`src/rtl/tuner_rd_pkg.sv`:
```
package tuner_rd_pkg;
  typedef enum logic [2:0] {
    ST_IDLE, ST_ADDR, ST_PREACK, ST_ACK, ST_SEND, ST_MACK, ST_RELOAD
  } rdState_t;

  typedef struct packed {
    logic load;
    logic shift;
    logic clrPor;
  } dpStrobe_t;
endpackage

```
`src/rtl/tuner_rd_sync.sv`:
```
module tuner_rd_sync #(
  parameter int STAGES = 2,
  parameter int WIDTH  = 2
) (
  input  logic             clk,
  input  logic             rstN,
  input  logic [WIDTH-1:0] asyncIn,
  output logic [WIDTH-1:0] syncOut
);
  logic [WIDTH-1:0] chain [STAGES];

  for (genvar s = 0; s < STAGES; s++) begin : g_stage
    always_ff @(posedge clk or negedge rstN) begin
      if (!rstN) chain[s] <= '1;
      else if (s == 0) chain[s] <= asyncIn;
      else chain[s] <= chain[(s == 0) ? 0 : s-1];
    end
  end

  assign syncOut = chain[STAGES-1];
endmodule

```
`src/rtl/tuner_rd_ctrl.sv`:
```
module tuner_rd_ctrl
  import tuner_rd_pkg::*;
#(
  parameter logic [4:0] BASE_ADDR = 5'b11000
) (
  input  logic       clk,
  input  logic       rstN,
  input  logic       sclS,
  input  logic       sdaS,
  input  logic [1:0] addrSel,
  input  logic       bitOut,
  output dpStrobe_t  strb,
  output logic       sdaPullLow
);
  rdState_t   state;
  logic       sclD, sdaD;
  logic [2:0] bitCnt;
  logic [6:0] addrSr;
  logic [7:0] addrFull;
  logic       sclRise, sclFall, startSeen, stopSeen, addrHit;

  assign sclRise   = sclS & ~sclD;
  assign sclFall   = ~sclS & sclD;
  assign startSeen = sclS & sclD & sdaD & ~sdaS;
  assign stopSeen  = sclS & sclD & ~sdaD & sdaS;
  assign addrFull  = {addrSr, sdaS};
  assign addrHit   = (addrFull[7:1] == {BASE_ADDR, addrSel}) & addrFull[0];

  always_ff @(posedge clk or negedge rstN) begin
    if (!rstN) begin
      sclD <= 1'b1;
      sdaD <= 1'b1;
    end else begin
      sclD <= sclS;
      sdaD <= sdaS;
    end
  end

  always_ff @(posedge clk or negedge rstN) begin
    if (!rstN) begin
      state  <= ST_IDLE;
      bitCnt <= '0;
      addrSr <= '0;
    end else if (startSeen) begin
      state  <= ST_ADDR;
      bitCnt <= '0;
    end else if (stopSeen) begin
      state  <= ST_IDLE;
    end else begin
      unique case (state)
        ST_ADDR: if (sclRise) begin
          addrSr <= addrFull[6:0];
          bitCnt <= bitCnt + 3'd1;
          if (bitCnt == 3'd7) state <= addrHit ? ST_PREACK : ST_IDLE;
        end
        ST_PREACK: if (sclFall) state <= ST_ACK;
        ST_ACK, ST_RELOAD: if (sclFall) begin
          state  <= ST_SEND;
          bitCnt <= '0;
        end
        ST_SEND: if (sclFall) begin
          if (bitCnt == 3'd7) state <= ST_MACK;
          else bitCnt <= bitCnt + 3'd1;
        end
        ST_MACK: if (sclRise) state <= sdaS ? ST_IDLE : ST_RELOAD;
        default: ;
      endcase
    end
  end

  always_comb begin
    strb.load   = sclFall & ((state == ST_ACK) | (state == ST_RELOAD));
    strb.shift  = sclFall & (state == ST_SEND) & (bitCnt != 3'd7);
    strb.clrPor = sclRise & (state == ST_MACK) & sdaS;
  end

  assign sdaPullLow = (state == ST_ACK) | ((state == ST_SEND) & ~bitOut);


  pull_only_scl_low_chk: assert property (@(posedge clk) disable iff (!rstN)
    $rose(sdaPullLow) |-> !sclS);

  idle_released_chk: assert property (@(posedge clk) disable iff (!rstN)
    (state == ST_IDLE) |-> !sdaPullLow);

  strobe_exclusive_chk: assert property (@(posedge clk) disable iff (!rstN)
    $onehot0({strb.load, strb.shift, strb.clrPor}));

  start_restarts_chk: assert property (@(posedge clk) disable iff (!rstN)
    startSeen |=> (state == ST_ADDR));
endmodule

```
`src/rtl/tuner_rd_data.sv`:
```
module tuner_rd_data
  import tuner_rd_pkg::*;
#(
  parameter int ADC_W = 3
) (
  input  logic             clk,
  input  logic             rstN,
  input  dpStrobe_t        strb,
  input  logic             inLock,
  input  logic             autoMode,
  input  logic [ADC_W-1:0] adcCode,
  output logic             bitOut
);
  localparam int BYTE_W = 8;
  localparam int RSV_W  = BYTE_W - 3 - ADC_W;
  localparam logic [RSV_W-1:0] RSV_PAT = {1'b1, {(RSV_W-1){1'b0}}};

  logic              porFlag;
  logic [BYTE_W-1:0] shiftReg;
  logic              pumpFlag;

  assign pumpFlag = ~(autoMode & inLock);

  always_ff @(posedge clk or negedge rstN) begin
    if (!rstN) porFlag <= 1'b1;
    else if (strb.clrPor) porFlag <= 1'b0;
  end

  always_ff @(posedge clk or negedge rstN) begin
    if (!rstN) shiftReg <= '1;
    else if (strb.load) shiftReg <= {porFlag, inLock, pumpFlag, RSV_PAT, adcCode};
    else if (strb.shift) shiftReg <= {shiftReg[BYTE_W-2:0], 1'b1};
  end

  assign bitOut = shiftReg[BYTE_W-1];


  por_sticky_low_chk: assert property (@(posedge clk) disable iff (!rstN)
    !porFlag |=> !porFlag);

  reserved_field_chk: assert property (@(posedge clk) disable iff (!rstN)
    strb.load |=> (shiftReg[ADC_W +: RSV_W] == RSV_PAT));
endmodule

```
`src/rtl/tuner_status_reader.sv`:
```
module tuner_status_reader
  import tuner_rd_pkg::*;
#(
  parameter int         SYNC_STAGES = 2,
  parameter logic [4:0] BASE_ADDR   = 5'b11000,
  parameter int         ADC_W       = 3
) (
  input  logic             clk,
  input  logic             rstN,
  input  logic             scl,
  input  logic             sdaIn,
  output logic             sdaPullLow,
  input  logic [1:0]       addrSel,
  input  logic             inLock,
  input  logic             autoMode,
  input  logic [ADC_W-1:0] adcCode
);
  logic [1:0] busSync;
  logic       bitOut;
  dpStrobe_t  strb;

  tuner_rd_sync #(.STAGES(SYNC_STAGES), .WIDTH(2)) i_sync (
    .clk(clk), .rstN(rstN), .asyncIn({scl, sdaIn}), .syncOut(busSync)
  );

  tuner_rd_ctrl #(.BASE_ADDR(BASE_ADDR)) i_ctrl (
    .clk(clk), .rstN(rstN), .sclS(busSync[1]), .sdaS(busSync[0]),
    .addrSel(addrSel), .bitOut(bitOut), .strb(strb), .sdaPullLow(sdaPullLow)
  );

  tuner_rd_data #(.ADC_W(ADC_W)) i_data (
    .clk(clk), .rstN(rstN), .strb(strb), .inLock(inLock),
    .autoMode(autoMode), .adcCode(adcCode), .bitOut(bitOut)
  );
endmodule

```
`config.mk`:
```
export PLATFORM = sky130hd
export DESIGN_NAME = tuner_status_reader
export DESIGN_NICKNAME = d
export VERILOG_FILES = /design/src/rtl/tuner_rd_pkg.sv /design/src/rtl/tuner_rd_sync.sv /design/src/rtl/tuner_rd_ctrl.sv /design/src/rtl/tuner_rd_data.sv /design/src/rtl/tuner_status_reader.sv
export SDC_FILE = /design/constraint.sdc
export NUM_CORES = 1
export LEC_CHECK = 0
export BUFFER_PORTS_ARGS = -buffer_cell sky130_fd_sc_hd__buf_2
export CAP_MARGIN = 20
export CORE_UTILIZATION = 58
export CTS_CLUSTER_DIAMETER = 100
export DETAILED_ROUTE_END_ITERATION = 6
export PLACE_DENSITY = 0.78
export SLEW_MARGIN = 10
export SYNTH_ARGS = -nofsm -noshare
export SYNTH_HDL_FRONTEND = slang
export SYNTH_HIERARCHICAL = 1
export SYNTH_SLANG_ARGS = --single-unit
export TNS_END_PERCENT = 20
```
`constraint.sdc`:
```
create_clock -name clk -period 3.8 [get_ports clk]
set_clock_uncertainty 0.15 [all_clocks]
set_input_delay 0.38 -clock clk [delete_from_list [all_inputs] [get_ports clk]]
set_output_delay 0.38 -clock clk [all_outputs]
set_load 0.005 [all_outputs]
```
==> impl_metrics.json, run 1 <==
{
  "drv_cap": 0,
  "dieHeight_um": 51.77,
  "cp_data_required_time_ns": 3.92,
  "yosysWarnings": 6,
  "cts.clk_slew.worst_paths_ns": 0.14,
  "startpoint_type": "flop",
  "row_count": 17,
  "final_util_pct": 67.89,
  "cp.depth": 6,
  "nNetsFinal": 153,
  "fillers": 167,
  "syn-num-nets": 140,
  "slowest_stage": "nor4_2",
  "drive_gt1_share_pct": 30.22,
  "wl_um": 2392,
  "grt_pass1_wl_um": 4050,
  "routed-wl-met2_um": 1220,
  "yosysSeqAreaShare_pct": 50.09,
  "outcome": "finished clean",
  "gp_congestion": 0.8632,
  "dp_cells": 159,
  "fin_cells": 167,
  "vias": 965,
  "dieArea_mm2": 0.002680,
  "antenna_found_initial": 0,
  "clock_path_buffers": 2,
  "path_delay_family": "simple AND/OR/NAND/NOR gates",
  "met3_length_um": 45,
  "critPathCaptureType": "flop",
  "cp_slowest_stage_delay_ns": 0.54,
  "min_from": "adcCode[1]",
  "min_period_ns": 2.319,
  "avgViaCountPerCell": 5.778,
  "core-area_mm2": 0.002276,
  "drc": 0,
  "ctsHtreeMaxLevel": 1,
  "crit_chain": "ha_1, ha_1, nor4_2, buf_4, mux2_4, o21a_1",
  "multi_input_area_um2": 646.9,
  "worstPathBufferInverterCount": 1,
  "tightest_slew_ns": 0.7928,
  "grt_usage_pct": 20.91,
  "ir_drop_mv": 0.3203,
  "critical_path_class": "flop to flop",
  "holdPathStages": 3,
  "cts_tree": "yes",
  "grt-ovfl-total": 0,
  "diodes": 0,
  "start_util_pct": 63.11,
  "holdWs_ns": 0.09188,
  "die_w_um": 51.77,
  "port_buffers": 11,
  "syn_inst": 127,
  "grt_pass1_vias": 928,
  "final-max-slew-violation-count": 0,
  "syn_to_final_growth_pct": 7.578,
  "ant_nets": 0,
  "startpoint": "i_ctrl/bitCnt[0]",
  "min_period_over_period_pct": 61.04,
  "drt_iter0_markers": 19,
  "setup_violations": 0,
  "syn_area_per_cell_um2": 11.31,
  "dp_hpwl_um": 1703,
  "synth_seq_cells": 28,
  "cts_buffers": 3,
  "p_per_area_mw_per_mm2": 352.6,
  "clock.fmax_mhz": 431.2,
  "top_layer": "met4",
  "crit_arrival_ns": 2.44,
  "min_path_type": "primary input to flop",
  "first_pass_iters": 4,
  "critPathMaxFanout": 6,
  "avgRoutedWirePerCell_um": 14.32,
  "cts-root-buf": "clkbuf_4",
  "regArea_um2": 719.4,
  "crit_top_cell": "ha_1",
  "io_pins": 12,
  "setup_tns_ns": 0,
  "cts_num_sinks": 28,
  "grt_max_degree": 29,
  "rsz0062_at_grt": "no",
  "cts_resized": 0,
  "slew_headroom_pct": 46.95,
  "met1_length_um": 1100,
  "synth_area_mm2": 0.001436,
  "insertion_delay_ns": 0.32,
  "hold_viol": 0,
  "power.leakage_nw": 0.6791,
  "yosysUniqueCellTypes": 44,
  "r2r_cells": 6,
  "reg2reg_from": "i_ctrl/bitCnt[0]"
}
## cell usage after synthesis (all sizes together)
cell type,instances,area (um^2)
o21a,1,7.510
o211ai,1,12.51
nand4b,2,17.52
nand3,1,5.000
xor2,1,8.760
inv,4,15.01
or2,1,6.260
nor4bb,1,10.01
and2,1,8.760
nor2,9,33.78
buf,7,61.30
nor3,2,10.01
o32a,1,10.01
o22ai,1,6.260
ha,2,25.02
nor2b,4,25.02
o2111ai,2,23.77
a21oi,3,15.01
dfrtp,13,325.3
a21o,1,7.510
a21boi,1,7.510
o31a,1,8.760
nand2,14,55.06
mux2,9,105.1
o31ai,1,12.51
a31oi,3,18.77
xnor2,4,35.03
mux2i,8,80.08
a211o,1,8.760
and3,1,6.260
o32ai,1,8.760
nor4,1,6.260
dfstp,15,394.1
o21ai,6,30.03
nand2b,1,6.260
and3b,1,8.760
and4,1,10.01
## area by class of cell
| type | instances | area share, % |
|---|---|---|
| sequential | 28 | 46.56 |
| multi-input combinational | 88 | 41.86 |
| timing repair buffer | 15 | 5.992 |
| tap | 28 | 2.267 |
| inverter | 4 | 0.9717 |
| clock buffer | 4 | 2.348 |
## what timing repair did
item,in CTS,in global routing
buffers inserted,0,0
hold buffers,3,0
hold endpoints to repair,15,0
## layer usage
metal  vias up  global-route usage (%)
li1        472                       -
met1       474                   26.15
met2        14                   36.58
met3         5                   3.509
met4         0                   6.757
met5         -                       0
## power breakdown
group / internal, mW / total (mW) / leakage, nW / switching, mW
clock: 0.0586 / 0.141 / 0.0210 / 0.0825
combinational: 0.0337 / 0.0677 / 0.325 / 0.0339
sequential: 0.321 / 0.336 / 0.333 / 0.0154
total: 0.413 / 0.545 / 0.679 / 0.132
## sequential cells by signal, indices dropped and copies added, names as in the netlist
| name | cells |
|---|---|
| i_ctrl/sclD | 1 |
| i_sync/syncOut | 2 |
| i_ctrl/addrSr | 7 |
| i_data/shiftReg | 8 |
| i_ctrl/sdaD | 1 |
| i_data/porFlag | 1 |
| i_sync/chain | 2 |
| i_ctrl/state | 3 |
| i_ctrl/bitCnt | 3 |
## layout by cell type (no fill, tap or decap), types with 4 or more instances in the layout
cell type   n
xnor2_1     4
mux2i_1     8
nor2_1      9
mux2_1      6
buf_2      11
nor2b_1     4
dfrtp_1    13
o21ai_1     6
nand2_1    13
dfstp_2    15
## path summary, 6_finish.rpt
check | to | slack (ns)
hold / removal | i_data/shiftReg[1] | 0.09
hold reg to reg | i_sync/syncOut[0] | 0.22
setup / recovery | i_data/shiftReg[5] | 1.48
setup reg to reg | i_data/shiftReg[5] | 1.48
min in group asynchronous | i_ctrl/state[2] | 0.42
max in group asynchronous | i_data/shiftReg[6] | 2.69
## kinds of logic after synthesis
group	after synthesis	share of synthesized area, %
AND/OR/NAND/NOR	40	14.55
buffers and inverters	11	5.313
AO/OA/AOI/OAI	24	12.37
flip-flops	28	50.09
multiplexers	17	12.89
adder cells (fa/ha/maj)	2	1.742
XOR/XNOR	5	3.049
## through the flow
step	worst slack, ns	instance area [um^2]	total power, mW
after floorplan	1.858	1436	0.3853
after global placement	1.411	1471	0.4016
after detailed placement	1.295	1471	0.4084
after CTS	1.264	1538	0.5516
after global routing	1.413	1545	0.5710
final	1.481	1545	0.5448
## worst reg2reg max path: cells and delay by family (launching register included)
| kind | cells | cell delay, ns |
|---|---|---|
| AND/OR/NAND/NOR | 1 | 0.54 |
| AO/OA/AOI/OAI | 1 | 0.17 |
| multiplexers | 1 | 0.30 |
| adder cells (fa/ha/maj) | 2 | 0.43 |
| buffers and inverters | 1 | 0.26 |
| flip-flops | 1 | 0.43 |
No activity file was read; power rests on OpenSTA's default activity.
==> run 2: changes to the inputs <==
==> constraint.sdc (replaced) <==
create_clock -name clk -period 2.2 [get_ports clk]
set_clock_uncertainty 0.15 [all_clocks]
set_input_delay 0.22 -clock clk [delete_from_list [all_inputs] [get_ports clk]]
set_output_delay 0.22 -clock clk [all_outputs]
set_load 0.005 [all_outputs]
==> run 2 against run 1 <==
Effect of this change: first-iteration DRC count fell by 74%; global-route usage rose by 1.0 points; non-clock buffer count is 6 higher; final area up 3.7%; worst hold slack better by 0.13 ns; sequential cell count unchanged; worst setup slack got worse by 1.3 ns; cell count increased by 3.6%; sequential share of layout area fell by 1.7 points; clock power is 74% higher.
==> impl_metrics.json, run 2 (synthesis gave the netlist of run 1 again) <==
{
  "drive_gt1_share_pct": 29.66,
  "io_pins": 12,
  "reg2reg_from": "i_ctrl/bitCnt[0]",
  "vias": 979,
  "fillers": 163,
  "dp_hpwl_um": 1658,
  "drt_iter0_markers": 5,
  "clock_path_buffers": 2,
  "drv_cap": 0,
  "mostFrequentLayoutCell": "dfstp_2",
  "nNetsFinal": 159,
  "slew_headroom_pct": 60.65,
  "r2r_cells": 6,
  "ant_nets": 0,
  "syn_to_final_growth_pct": 11.59,
  "holdPathStages": 0,
  "rrSetupSlack_ns": 0.18,
  "cts_buffers": 3,
  "cts.clk_slew.worst_paths_ns": 0.15,
  "min_period_over_period_pct": 92.02,
  "worstReg2RegEnd": "i_data/shiftReg[5]",
  "avgRoutedWirePerCell_um": 14.41,
  "layout_common_cells": "dfstp_2, nand2_1, dfrtp_1",
  "slowest_stage": "dfrtp_1",
  "cts-root-buf": "clkbuf_4",
  "min_path_type": "flop to flop",
  "power.leakage_nw": 0.7054,
  "dieArea_mm2": 0.002680,
  "cp_data_required_time_ns": 2.31,
  "diodes": 0,
  "tightest_slew_ns": 0.5903,
  "ctsHtreeMaxLevel": 1,
  "outcome": "finished clean",
  "crit_chain": "ha_1, ha_1, nor4_2, buf_4, mux2_4, o21a_1",
  "port_buffers": 11,
  "crit_arrival_ns": 2.14,
  "largest_reg_flops": 8,
  "critical_path_class": "flop to flop",
  "setup_violations": 0,
  "grt-ovfl-total": 0,
  "crit_top_cell": "ha_1",
  "clock.fmax_mhz": 493.9,
  "core-area_mm2": 0.002276,
  "cp.depth": 6,
  "hold_viol": 0,
  "top_register": "i_data/shiftReg",
  "grt_usage_pct": 21.91,
  "cts_num_sinks": 28,
  "first_pass_iters": 6,
  "start_util_pct": 63.11,
  "insertion_delay_ns": 0.32,
  "grt_pass1_wl_um": 4305,
  "dieHeight_um": 51.77,
  "p_per_area_mw_per_mm2": 598.0,
  "grt_pass1_vias": 995,
  "rsz0062_at_grt": "no",
  "finalPower_mw": 0.9584,
  "path_delay_family": "adder cells",
  "row_count": 17,
  "startpoint_type": "flop",
  "final-max-slew-violation-count": 0,
  "drc": 0,
  "die_w_um": 51.77,
  "reg_top3": "i_data/shiftReg (8), i_ctrl/addrSr (7)",
  "cts_setup_buffers": 0,
  "min_period_ns": 2.025,
  "avgViaCountPerCell": 5.659,
  "wl_um": 2493,
  "min_from": "i_sync/chain[2]",
  "gp_congestion": 0.8551,
  "critPathMaxFanout": 9,
  "ir_drop_mv": 0.5454,
  "setup_tns_ns": 0,
  "grt_max_degree": 29,
  "worstPathBufferInverterCount": 1,
  "critPathCaptureType": "flop",
  "cts_tree": "yes",
  "hold_path_end": "i_sync/syncOut[0]",
  "cp_slowest_stage_delay_ns": 0.43,
  "antenna_found_initial": 0
}
## run 2: routing by layer
| metal | GRT usage [%] | vias up | wire length, um |
|---|---|---|---|
| met5 | 0 | - | 0 |
| met3 | 4.094 | 2 | 56 |
| li1 | - | 483 | - |
| met1 | 26.15 | 479 | 1123 |
| met2 | 40.48 | 15 | 1294 |
| met4 | 4.955 | 0 | 19 |
## run 2: area by class of cell
class,instances,area [um^2],area share [%]
Clock buffer,4,36.28,2.264
Inverter,4,15.01,0.9368
Multi-Input combinational cell,88,646.9,40.36
Sequential cell,28,719.4,44.89
Tap cell,28,35.03,2.186
Timing Repair Buffer,21,150.1,9.368
## run 2: report_power, final
part | switching [mW] | total (mW) | internal, mW | leakage [nW]
Sequential | 0.0270 | 0.581 | 0.554 | 0.333
Combinational | 0.0665 | 0.132 | 0.0658 | 0.351
Clock | 0.144 | 0.245 | 0.101 | 0.0210
Total | 0.238 | 0.958 | 0.721 | 0.705
## run 2: metrics by stage
step / util (%) / cells / setup slack, ns / hold slack (ns) / instance area [um^2]
after global placement: 65.31 / 161 / 0.2533 / 0.1003 / 1486
final: 70.42 / 173 / 0.1755 / 0.2178 / 1603
after global routing: 70.42 / 173 / 0.08391 / 0.2201 / 1603
after detailed placement: 65.31 / 161 / 0.1946 / 0.1088 / 1486
after floorplan: - / 127 / 0.2581 / -0.2256 / 1436
after CTS: 70.42 / 173 / 0.1692 / 0.2198 / 1603
## run 2: how the worst max path moves through the flow
| stage | start | endpoint | slack [ns] |
|---|---|---|---|
| floorplan | i_ctrl/bitCnt[0] | i_data/shiftReg[5] | 0.26 |
| global placement | i_ctrl/bitCnt[0] | i_data/shiftReg[5] | 0.25 |
| detailed placement | i_ctrl/bitCnt[0] | i_data/shiftReg[5] | 0.19 |
| CTS | i_ctrl/bitCnt[0] | i_data/shiftReg[5] | 0.17 |
| global route | i_ctrl/bitCnt[0] | i_data/shiftReg[5] | 0.08 |
| finish | i_ctrl/bitCnt[0] | i_data/shiftReg[5] | 0.18 |
## run 2: repair_timing
| action | 4_1_cts | 5_1_grt |
|---|---|---|
| setup endpoints to repair | 0 | 0 |
| hold endpoints to repair | 20 | 0 |
| gates resized for setup | 0 | 0 |
| hold buffers | 8 | 0 |
==> run 3: changes to the inputs <==
--- a/config.mk
+++ b/config.mk
@@ -14,6 +14,5 @@
 export SLEW_MARGIN = 10
 export SYNTH_ARGS = -nofsm -noshare
 export SYNTH_HDL_FRONTEND = slang
-export SYNTH_HIERARCHICAL = 1
 export SYNTH_SLANG_ARGS = --single-unit
 export TNS_END_PERCENT = 20
==> run 3 against run 2 <==
Effect of this change: synthesized cell count is 14% higher; wire length is 14% higher; combinational power is 8% higher; area after synthesis is 3.7% higher; clock power is 17% higher; core utilization is 3.3 points higher; register-to-register slack worse by 0.05 ns; final area is 6.6% higher; global-route usage is 2.9 points higher.
==> impl_metrics.json, run 3 <==
{
  "outcome": "finished clean",
  "gp_congestion": 0.8552,
  "drt_iter0_markers": 39,
  "port_buffers": 11,
  "r2r_cells": 7,
  "slew_headroom_pct": 59.28,
  "cts_setup_buffers": 0,
  "layout_common_cells": "nand2_1, dfstp_2, dfrtp_1",
  "syn_inst": 145,
  "async_reset_ff_share_pct": 100.0,
  "place_ws_ns": 0.1189,
  "slowest_stage": "dfrtp_1",
  "crit_chain": "ha_1, ha_1, o21a_1, o21ai_0, a311oi_2, and2_4, mux2_4",
  "crit_top_cell": "ha_1",
  "first_pass_iters": 4,
  "yosys-top-cells-count": "nand2_1, dfstp_2, dfrtp_1",
  "synth_most_common_cell": "nand2_1",
  "mostFrequentLayoutCell": "nand2_1",
  "synth_area_leaders": "dfstp_2, dfrtp_1, nand2_1, mux2_2, nor2_1",
  "reg2reg_from": "i_ctrl.bitCnt[0]",
  "dp_hpwl_um": 1967,
  "grt_pass1_wl_um": 4926,
  "synth-edff-count": 0,
  "nNetsFinal": 180,
  "holdPathStages": 0,
  "rsz0062_at_grt": "no",
  "critical_path_class": "flop to flop",
  "final_util_pct": 73.72,
  "die_w_um": 52.67,
  "min_from": "i_sync.chain[3]",
  "final_cell_area_mm2": 0.001709,
  "grt_pass1_vias": 1068,
  "startpoint_type": "flop",
  "dp_cells": 182,
  "dieArea_mm2": 0.002774,
  "final-max-slew-violation-count": 0,
  "min_path_type": "flop to flop",
  "drc": 0,
  "core-area_mm2": 0.002318,
  "grt-ovfl-total": 0,
  "avgViaCountPerCell": 5.830,
  "yosysSeqAreaShare_pct": 48.32,
  "crit_arrival_ns": 2.14,
  "fin_cells": 194,
  "syn-num-nets": 158,
  "synth_flop_cell": "dfstp_2",
  "ctsHtreeMaxLevel": 1,
  "setup_violations": 0,
  "synth_top_area_share_pct": 26.47,
  "placed_area_mm2": 0.001574,
  "min_period_ns": 2.072,
  "reg_top3": "i_data.shiftReg (8), i_ctrl.addrSr (7)",
  "cts_tree": "yes",
  "yosysWarnings": 0,
  "cts_num_sinks": 28,
  "setup_tns_ns": 0,
  "hold_viol": 0,
  "worstReg2RegEnd": "i_ctrl.state[0]",
  "min_period_over_period_pct": 94.20,
  "largest_reg_flops": 8,
  "drv_cap": 0,
  "dieHeight_um": 52.67,
  "power.leakage_nw": 0.7614,
  "vias": 1131,
  "drive_gt1_share_pct": 30.12,
  "layout_setup_ws_ns": 0.1277,
  "grt_usage_pct": 24.78,
  "syn_to_final_growth_pct": 14.79,
  "holdWs_ns": 0.2166,
  "tightest_slew_ns": 0.6108,
  "clock_path_buffers": 2,
  "synth_seq_cells": 28,
  "p_per_area_mw_per_mm2": 598.0,
  "synth_largest_area_cell": "dfstp_2",
  "avgRoutedWirePerCell_um": 14.71,
  "diodes": 0,
  "cts.clk_slew.worst_paths_ns": 0.15,
  "cp_slowest_stage_delay_ns": 0.40,
  "antenna_found_initial": 0,
  "start_util_pct": 64.22,
  "synth_area_mm2": 0.001489,
  "cts-root-buf": "clkbuf_4",
  "clock.fmax_mhz": 482.6,
  "ant_nets": 0,
  "rrSetupSlack_ns": 0.13,
  "insertion_delay_ns": 0.32,
  "syn_area_per_cell_um2": 10.27,
  "cp_data_required_time_ns": 2.27,
  "fillers": 163,
  "row_count": 17,
  "ir_drop_mv": 0.6062,
  "io_pins": 12,
  "grt_max_degree": 29,
  "critPathCaptureType": "flop",
  "top_register": "i_data.shiftReg",
  "finalPower_mw": 1.022,
  "wl_um": 2853,
  "yosysUniqueCellTypes": 41,
  "critPathMaxFanout": 3,
  "hold_path_end": "i_sync.syncOut[1]",
  "cts_buffers": 3
}
==> run 3: timing repair <==
action                                  4_1_cts  5_1_grt
hold endpoints to repair                     20        0
hold buffers                                  8        0
gates resized for setup                       0        1
endpoints found under the setup margin        0        2
==> run 3: cells by family (layout without fill, tap and decap cells) <==
logic type | after synthesis | in the layout | share of synthesized area (%)
simple gates | 58 | 58 | 19.83
xor+xnor | 5 | 5 | 3.446
compound gates | 31 | 31 | 14.54
fa+ha+maj | 2 | 2 | 1.680
mux | 11 | 11 | 8.571
flops | 28 | 28 | 48.32
buf+inv | 10 | 31 | 3.613
==> run 3: critical path: cells and delay by family (launching register included) <==
family	cells	cell delay, ns
adders and majority gates	2	0.40
AOI/OAI and AO/OA	3	0.51
and+or+nand+nor	1	0.21
muxes	1	0.29
DFF	1	0.40
==> run 3: power breakdown <==
group	total, mW	internal [mW]	switching [mW]
Clock	0.287	0.139	0.148
Sequential	0.593	0.558	0.0346
Combinational	0.143	0.0736	0.0693
==> run 3: area by class of cell <==
cell class	instances	area, um^2	area share, %
multi-input combinational	107	723.2	42.31
sequential	28	719.4	42.09
timing repair buffer	24	172.7	10.10
clock buffer	4	47.55	2.782
tap	28	35.03	2.050
inverter	3	11.26	0.6589
==> run 3: worst max-delay path by stage <==
stage,startpoint,to,slack (ns),cells after the start
floorplan,i_ctrl.sdaD,i_ctrl.state[0],0.24,5
global placement,i_sync.syncOut[0],i_ctrl.state[0],0.18,5
detailed placement,i_sync.syncOut[0],i_ctrl.state[0],0.12,5
global route,i_ctrl.bitCnt[0],i_ctrl.state[0],0.03,7
finish,i_ctrl.bitCnt[0],i_ctrl.state[0],0.13,7
CTS,i_sync.syncOut[0],i_ctrl.state[0],0.09,5
==> run 3: layer usage <==
metal | vias up | track usage (%) | share of wire, %
met4 | 0 | 7.456 | 1.1
met1 | 534 | 35.57 | 49
met5 | - | 0 | 0
met3 | 4 | 3.478 | 3.9
met2 | 36 | 38.61 | 46
li1 | 557 | - | -
